### config.mk
export PLATFORM = sky130hd
export DESIGN_NAME = hcr_rings
export DESIGN_NICKNAME = d
export VERILOG_FILES = /design/src/rtl/hcr_pkg.sv /design/src/rtl/hcr_rst_sync.sv /design/src/rtl/hcr_link_delay.sv /design/src/rtl/hcr_ring.sv /design/src/rtl/hcr_rings.sv
export SDC_FILE = /design/constraint.sdc
export NUM_CORES = 1
export LEC_CHECK = 0
export ABC_AREA = 1
export CAP_MARGIN = 5
export CORE_AREA = 2 2 247 249
export CTS_BUF_LIST = sky130_fd_sc_hd__clkbuf_8
export DETAILED_ROUTE_END_ITERATION = 10
export DIE_AREA = 0 0 249 251
export PLACE_DENSITY = 0.68
export SLEW_MARGIN = 20
export SYNTH_ARGS = -nofsm -noshare
export SYNTH_HDL_FRONTEND = slang
export SYNTH_SLANG_ARGS = --single-unit
### constraint.sdc
create_clock -name clk -period 2.2 [get_ports clk]
set_clock_uncertainty 0.15 [all_clocks]
set_input_delay 0.44 -clock clk [delete_from_list [all_inputs] [get_ports clk]]
set_output_delay 0.44 -clock clk [all_outputs]
set_load 0.05 [all_outputs]
### src/rtl/hcr_pkg.sv
package hcr_pkg;
  localparam int STATUS_W = 8;
  localparam int TAG_W    = 8;

  typedef struct packed {
    logic [STATUS_W-1:0] status;
    logic [TAG_W-1:0]    tag;
  } cpl_entry_t;

  localparam int CPL_W = $bits(cpl_entry_t);
endpackage

### src/rtl/hcr_rst_sync.sv
module hcr_rst_sync (
  input  logic clk,
  input  logic rst_n,
  output logic rst_n_sync
);
  logic meta_q, sync_q;

  always_ff @(posedge clk or negedge rst_n) begin
    if (!rst_n) begin
      meta_q <= 1'b0;
      sync_q <= 1'b0;
    end else begin
      meta_q <= 1'b1;
      sync_q <= meta_q;
    end
  end

  assign rst_n_sync = sync_q;
endmodule

### src/rtl/hcr_link_delay.sv
module hcr_link_delay #(
  parameter int W   = 3,
  parameter int LAT = 3
) (
  input  logic         clk,
  input  logic         rst_n,
  input  logic [W-1:0] din,
  output logic [W-1:0] dout
);
  logic [W-1:0] stage_q [LAT];

  for (genvar i = 0; i < LAT; i++) begin : g_stage
    if (i == 0) begin : g_first
      always_ff @(posedge clk or negedge rst_n) begin
        if (!rst_n) stage_q[0] <= '0;
        else        stage_q[0] <= din;
      end
    end else begin : g_next
      always_ff @(posedge clk or negedge rst_n) begin
        if (!rst_n) stage_q[i] <= '0;
        else        stage_q[i] <= stage_q[i-1];
      end
    end
  end

  assign dout = stage_q[LAT-1];
endmodule

### src/rtl/hcr_ring.sv
module hcr_ring #(
  parameter int W        = 32,
  parameter int DEPTH    = 8,
  parameter int LINK_LAT = 3,
  localparam int AW      = $clog2(DEPTH)
) (
  input  logic          clk,
  input  logic          rst_n,
  input  logic          prod_push,
  input  logic [W-1:0]  prod_data,
  output logic          prod_full,
  output logic [AW-1:0] prod_head_seen,
  input  logic          cons_pop,
  output logic [W-1:0]  cons_data,
  output logic          cons_empty,
  output logic [AW-1:0] cons_tail_seen
);
  logic [W-1:0]  mem [DEPTH];
  logic [AW-1:0] tail_q, tail_d, head_q, head_d;
  logic          push_ok, pop_ok;

  // Each index crosses the link only after it has been registered. The entry
  // it covers was written on the same edge, so it is in storage first.
  hcr_link_delay #(.W(AW), .LAT(LINK_LAT)) u_tail_link (
    .clk(clk), .rst_n(rst_n), .din(tail_q), .dout(cons_tail_seen));
  hcr_link_delay #(.W(AW), .LAT(LINK_LAT)) u_head_link (
    .clk(clk), .rst_n(rst_n), .din(head_q), .dout(prod_head_seen));

  assign prod_full  = (tail_q + AW'(1)) == prod_head_seen;
  assign cons_empty = head_q == cons_tail_seen;
  assign push_ok    = prod_push && !prod_full;
  assign pop_ok     = cons_pop && !cons_empty;
  assign cons_data  = mem[head_q];

  always_comb begin
    tail_d = tail_q;
    head_d = head_q;
    if (push_ok) tail_d = tail_q + AW'(1);
    if (pop_ok)  head_d = head_q + AW'(1);
  end

  always_ff @(posedge clk or negedge rst_n) begin
    if (!rst_n) begin
      tail_q <= '0;
      head_q <= '0;
    end else begin
      tail_q <= tail_d;
      head_q <= head_d;
    end
  end

  always_ff @(posedge clk) begin
    if (push_ok) mem[tail_q] <= prod_data;
  end

  // a push is accepted only while the slot after the tail is not the true head
  p_no_overflow_r3: assert property (@(posedge clk) disable iff (!rst_n)
    push_ok |-> ((tail_q + AW'(1)) != head_q));
  // a pop is accepted only while unread data exists
  p_no_underflow_r4: assert property (@(posedge clk) disable iff (!rst_n)
    pop_ok |-> (head_q != tail_q));
  // each accepted push advances the tail by exactly one
  p_tail_step_r2: assert property (@(posedge clk) disable iff (!rst_n)
    push_ok |=> (tail_q == $past(tail_q) + AW'(1)));
  // the consumer never sees more entries than exist
  p_cons_view_r7: assert property (@(posedge clk) disable iff (!rst_n)
    AW'(cons_tail_seen - head_q) <= AW'(tail_q - head_q));
  // the producer never sees fewer entries than exist
  p_prod_view_r7: assert property (@(posedge clk) disable iff (!rst_n)
    AW'(tail_q - prod_head_seen) >= AW'(tail_q - head_q));
endmodule

### src/rtl/hcr_rings.sv
module hcr_rings
  import hcr_pkg::*;
#(
  parameter int CMD_W    = 64,
  parameter int DEPTH    = 8,
  parameter int LINK_LAT = 3
) (
  input  logic                     clk,
  input  logic                     rst_n,
  input  logic                     host_cmd_push,
  input  logic [CMD_W-1:0]         host_cmd_entry,
  output logic                     host_cmd_full,
  output logic [$clog2(DEPTH)-1:0] host_seen_ctrl_head,
  input  logic                     ctrl_cmd_pop,
  output logic [CMD_W-1:0]         ctrl_cmd_entry,
  output logic                     ctrl_cmd_empty,
  output logic [$clog2(DEPTH)-1:0] ctrl_seen_host_tail,
  input  logic                     ctrl_cpl_push,
  input  logic [STATUS_W-1:0]      ctrl_cpl_status,
  input  logic [TAG_W-1:0]         ctrl_cpl_tag,
  output logic                     ctrl_cpl_full,
  output logic [$clog2(DEPTH)-1:0] ctrl_seen_host_head,
  input  logic                     host_cpl_pop,
  output logic [STATUS_W-1:0]      host_cpl_status,
  output logic [TAG_W-1:0]         host_cpl_tag,
  output logic                     host_cpl_empty,
  output logic [$clog2(DEPTH)-1:0] host_seen_ctrl_tail
);
  logic       rst_n_int;
  cpl_entry_t cpl_in, cpl_out;

  hcr_rst_sync u_rst (.clk(clk), .rst_n(rst_n), .rst_n_sync(rst_n_int));

  hcr_ring #(.W(CMD_W), .DEPTH(DEPTH), .LINK_LAT(LINK_LAT)) u_cmd (
    .clk(clk), .rst_n(rst_n_int),
    .prod_push(host_cmd_push), .prod_data(host_cmd_entry),
    .prod_full(host_cmd_full), .prod_head_seen(host_seen_ctrl_head),
    .cons_pop(ctrl_cmd_pop), .cons_data(ctrl_cmd_entry),
    .cons_empty(ctrl_cmd_empty), .cons_tail_seen(ctrl_seen_host_tail));

  assign cpl_in.status   = ctrl_cpl_status;
  assign cpl_in.tag      = ctrl_cpl_tag;
  assign host_cpl_status = cpl_out.status;
  assign host_cpl_tag    = cpl_out.tag;

  hcr_ring #(.W(CPL_W), .DEPTH(DEPTH), .LINK_LAT(LINK_LAT)) u_cpl (
    .clk(clk), .rst_n(rst_n_int),
    .prod_push(ctrl_cpl_push), .prod_data(cpl_in),
    .prod_full(ctrl_cpl_full), .prod_head_seen(ctrl_seen_host_head),
    .cons_pop(host_cpl_pop), .cons_data(cpl_out),
    .cons_empty(host_cpl_empty), .cons_tail_seen(host_seen_ctrl_tail));
endmodule

==> impl_table.tex <==
\begin{tabular}{lr}
\hline
Metric & Value \\
\hline
\multicolumn{2}{l}{\textbf{Status}} \\
Outcome & finished with violations \\
Violated checks & setup timing \\
\multicolumn{2}{l}{\textbf{Power and ir drop}} \\
Part of the power in registers & 0.296 \\
Switching Fraction & 0.405 \\
Sum of internal, switching and leakage power & 0.0589 W \\
Lkg Pwr & 12.6 nW \\
Logic pwr share & 0.523 \\
P\_int & 0.0350 W \\
Switching power total & 0.0239 W \\
Power density over the cells & 1660 nW/um2 \\
Share of power burned in the clock network & 0.180 \\
Peak VDD IR & 1.42 mV \\
\multicolumn{2}{l}{\textbf{Floorplan}} \\
Starting Density & 0.445 \\
CORE AREA & 59,800 um2 \\
Horizontal die dimension & 249 um \\
DIE HEIGHT & 251 um \\
Die Outline Area & 62,500 um2 \\
Top-level port count & 182 \\
Number of cell rows & 90 \\
\multicolumn{2}{l}{\textbf{Finish}} \\
Number of inserted filler cells in the final layout & 4,410 \\
Share of cells above drive strength 1 & 0.272 \\
Post-layout nets & 2,422 \\
Layout overhead on the synthesized area & 33.2\% \\
Post-Layout Cell Count & 3,202 \\
Post-Route Utilization & 0.593 \\
\multicolumn{2}{l}{\textbf{STA}} \\
Unrepaired setup endpoints after global routing & yes \\
Worst slew slack as a fraction of its limit & 0.641 \\
Final Max Slew Viols & 0 \\
Highest clock frequency the design can meet & 341 MHz \\
Post-layout worst setup margin & -730 ps \\
Post-layout minimum cycle time & 2930 ps \\
Final hold vios & 0 \\
Transition at the pin with the smallest max-transition slack & 539 ps \\
Number of setup violations in the final report & 84 \\
Post-route fraction of the period consumed by the critical path & 1.33 \\
\multicolumn{2}{l}{\textbf{Yosys}} \\
Sequential element share of the synthesized area & 0.769 \\
Mapped Nets & 2,103 \\
Count of distinct cell types in the synthesized netlist & 22 \\
Total of flip-flops plus latches after synthesis & 690 \\
Synthesized cell area & 26,600 um2 \\
Syn Area/Cell & 13.2 um2 \\
Ys Warns & 0 \\
Number of instances in the synthesized netlist & 2,013 \\
\multicolumn{2}{l}{\textbf{Placement}} \\
Number of input and output port buffers inserted & 181 \\
Global placer's final weighted congestion & 0.798 \\
Sum of net half-perimeters after detailed placement & 37.3 mm \\
Placed cells & 2,941 \\
\multicolumn{2}{l}{\textbf{Setup path}} \\
Cell type group with the largest total delay on the critical path & flip-flops \\
Worst path cell trace & inv\_6, buf\_12, buf\_12, nor2\_1, o22ai\_2, nand2\_1, nand2\_2, buf\_12 \\
Largest stage delay on the critical path & 590 ps \\
Crit path arrival time & 2340 ps \\
Maximum fanout count along the critical path & 8 \\
Crit path capture type & primary output \\
Most frequent CP cell & sky130\_fd\_sc\_hd\_\_buf\_12 \\
Cell with the largest stage delay on the worst path & sky130\_fd\_sc\_hd\_\_dfrtp\_4 \\
Startpoint type of the worst setup path & register \\
Required time at the endpoint of the critical path & 1610 ps \\
Critical Setup Path Class & reg -> out \\
Bufs and invs on worst path & 4 \\
\multicolumn{2}{l}{\textbf{Drt}} \\
Detailed-route vias per instance & 5.64 \\
Detailed Routing Iterations Pass 1 & 5 \\
Detailed Route Iter0 Violations & 1,722 \\
Routed vias & 18,100 \\
Remaining antenna violation count after routing & 0 \\
DRC & 0 \\
Post-detailed-routing wire length & 71.8 mm \\
WL/cell & 22.4 um \\
\multicolumn{2}{l}{\textbf{CTS}} \\
Worst-Skew Late Latency & 730 ps \\
CTS tree & yes \\
Number of buffers on the longest clock path & 3 \\
Cell at the root of the clock tree & sky130\_fd\_sc\_hd\_\_clkbuf\_8 \\
Clock-pin transition on the worst setup and hold timing paths & 60 ps \\
Clock buffer count from CTS & 110 \\
Total number of H-tree levels & 3 \\
Clock sink count & 690 \\
\multicolumn{2}{l}{\textbf{Global routing}} \\
Global-route wire length before repair & 101 mm \\
GRT Total Usage & 0.210 \\
Vias in the first global route & 17,600 \\
Pin count of the biggest net entering global routing & 66 \\
Remaining global-route overflow & 0 \\
Antenna violations before repair & 6 \\
\multicolumn{2}{l}{\textbf{Flow run}} \\
Maxcap violations & 0 \\
\multicolumn{2}{l}{\textbf{Min path}} \\
Hold Path Class & reg -> async \\
\hline
\end{tabular}
[worst paths after layout]
path | startpoint | endpoint | slack, ps | cells after the start
min in group clk | u_cmd.u_tail_link.stage_q[5] | u_cmd.u_tail_link.dout[2] | 170 | 0
max in group asynchronous | u_rst.rst_n_sync | u_cpl.head_q[1] | 1190 | 1
setup / recovery | u_cmd.head_q[0] | ctrl_cmd_entry[27] | -730 | 8
hold reg to reg | u_rst.rst_n_sync | u_cmd.head_q[0] | 70 | 0
hold / removal | u_rst.rst_n_sync | u_cmd.head_q[0] | 70 | 0
setup reg to reg | u_cmd.tail_q[0] | u_cmd.mem[4][18] | 20 | 11
[placed cells by master (no fill, tap or decap), types with 21 or more instances in the layout]
cell type / synthesis / final
sky130_fd_sc_hd__buf_12: 0 / 151
sky130_fd_sc_hd__buf_4: 34 / 43
sky130_fd_sc_hd__clkbuf_16: 0 / 21
sky130_fd_sc_hd__clkbuf_8: 0 / 114
sky130_fd_sc_hd__clkdlybuf4s50_1: 0 / 85
sky130_fd_sc_hd__clkinv_1: 0 / 26
sky130_fd_sc_hd__dfrtp_1: 50 / 41
sky130_fd_sc_hd__edfxtp_1: 640 / 640
sky130_fd_sc_hd__inv_1: 24 / 44
sky130_fd_sc_hd__nand2_1: 304 / 220
sky130_fd_sc_hd__nand2_2: 0 / 81
sky130_fd_sc_hd__nor2_1: 340 / 262
sky130_fd_sc_hd__nor2_2: 0 / 50
sky130_fd_sc_hd__nor2_4: 0 / 28
sky130_fd_sc_hd__o21ai_0: 217 / 98
sky130_fd_sc_hd__o21ai_1: 103 / 166
sky130_fd_sc_hd__o21ai_2: 0 / 48
sky130_fd_sc_hd__o22ai_1: 160 / 146
[metrics by stage]
stage	TNS (ps)	setup slack (ps)	hold slack, ps	area [um2]
after floorplan	-233460	-473	-5.59	26800
after global placement	-110	-4.80	126	31200
after detailed placement	-97.6	-48.8	128	31200
after CTS	-58540	-804	95.3	34100
after global routing	-72970	-820	125	35500
final	-53490	-730	67.0	35500
[logic make-up after synthesis]
logic type	synth area share
simple gates	0.0955
other cells	0.000141
xor+xnor	0.00263
fa+ha+maj	0.00188
flops	0.769
compound gates	0.0977
buf+inv	0.0336
[cells in the mapped netlist (all sizes together)]
master  number  area share
nand2      304       0.043
ha           4      0.0019
xnor2        6      0.0020
nor2       340       0.048
o21ai      320       0.060
edfxtp     640        0.72
clkbuf      66      0.0096
conb         1     0.00014
buf         70       0.020
o22ai      160       0.038
inv         26      0.0038
dfrtp       50       0.047
xor2         2     0.00066
nand3       24      0.0047
[state kept, by name, indices dropped and copies added (netlist names)]
name	count
u_cmd.mem	512
u_cpl.mem	128
u_cpl.u_tail_link.stage_q	6
u_cmd.u_head_link.stage_q	6
u_cmd.u_tail_link.stage_q	6
u_rst.meta_q	1
u_cpl.head_q	3
u_cmd.u_head_link.dout	3
u_cpl.u_tail_link.dout	3
u_cpl.u_head_link.stage_q	6
u_cmd.u_tail_link.dout	3
u_cpl.u_head_link.dout	3
u_cmd.tail_q	3
u_cmd.head_q	3
u_cpl.tail_q	3
u_rst.rst_n_sync	1
[per-layer routing]
layer  wire length (um)  vias up  track usage
li1                   -     7967            -
met1              27600     8964        0.271
met2              35600      960        0.346
met3               6300      156       0.0455
met4               2330        6       0.0850
met5                 35        -            0
[timing repair]
action | CTS | global route
gates cloned | 11 | 30
hold endpoints to repair | 2 | 0
buffers inserted | 10 | 12
pin swaps | 21 | 95
setup endpoints to repair | 127 | 231
hold buffers | 1 | 0
gates resized for setup | 157 | 297
[layout make-up]
type	count	area, um2	area share
timing repair inverter	1	8.76	0.000247
tap	782	978	0.0276
clock inverter	82	539	0.0152
sequential	690	20500	0.577
antenna	4	10.0	0.000282
multi-input combinational	1161	6280	0.177
timing repair buffer	342	5490	0.155
clock buffer	114	1570	0.0442
inverter	26	128	0.00360
[power groups by stage]
stage	Clock (W)	Sequential [W]	Combinational, W
6_report	0.0106	0.0175	0.0308
3_5_place_dp	0	0.0175	0.0257
4_1_cts	0.0108	0.0173	0.0276
3_3_place_gp	0	0.0174	0.0253
5_1_grt	0.0114	0.0176	0.0323
2_1_floorplan	0	0.0174	0.0144
Note: power is estimated with default switching activity, not from simulation.
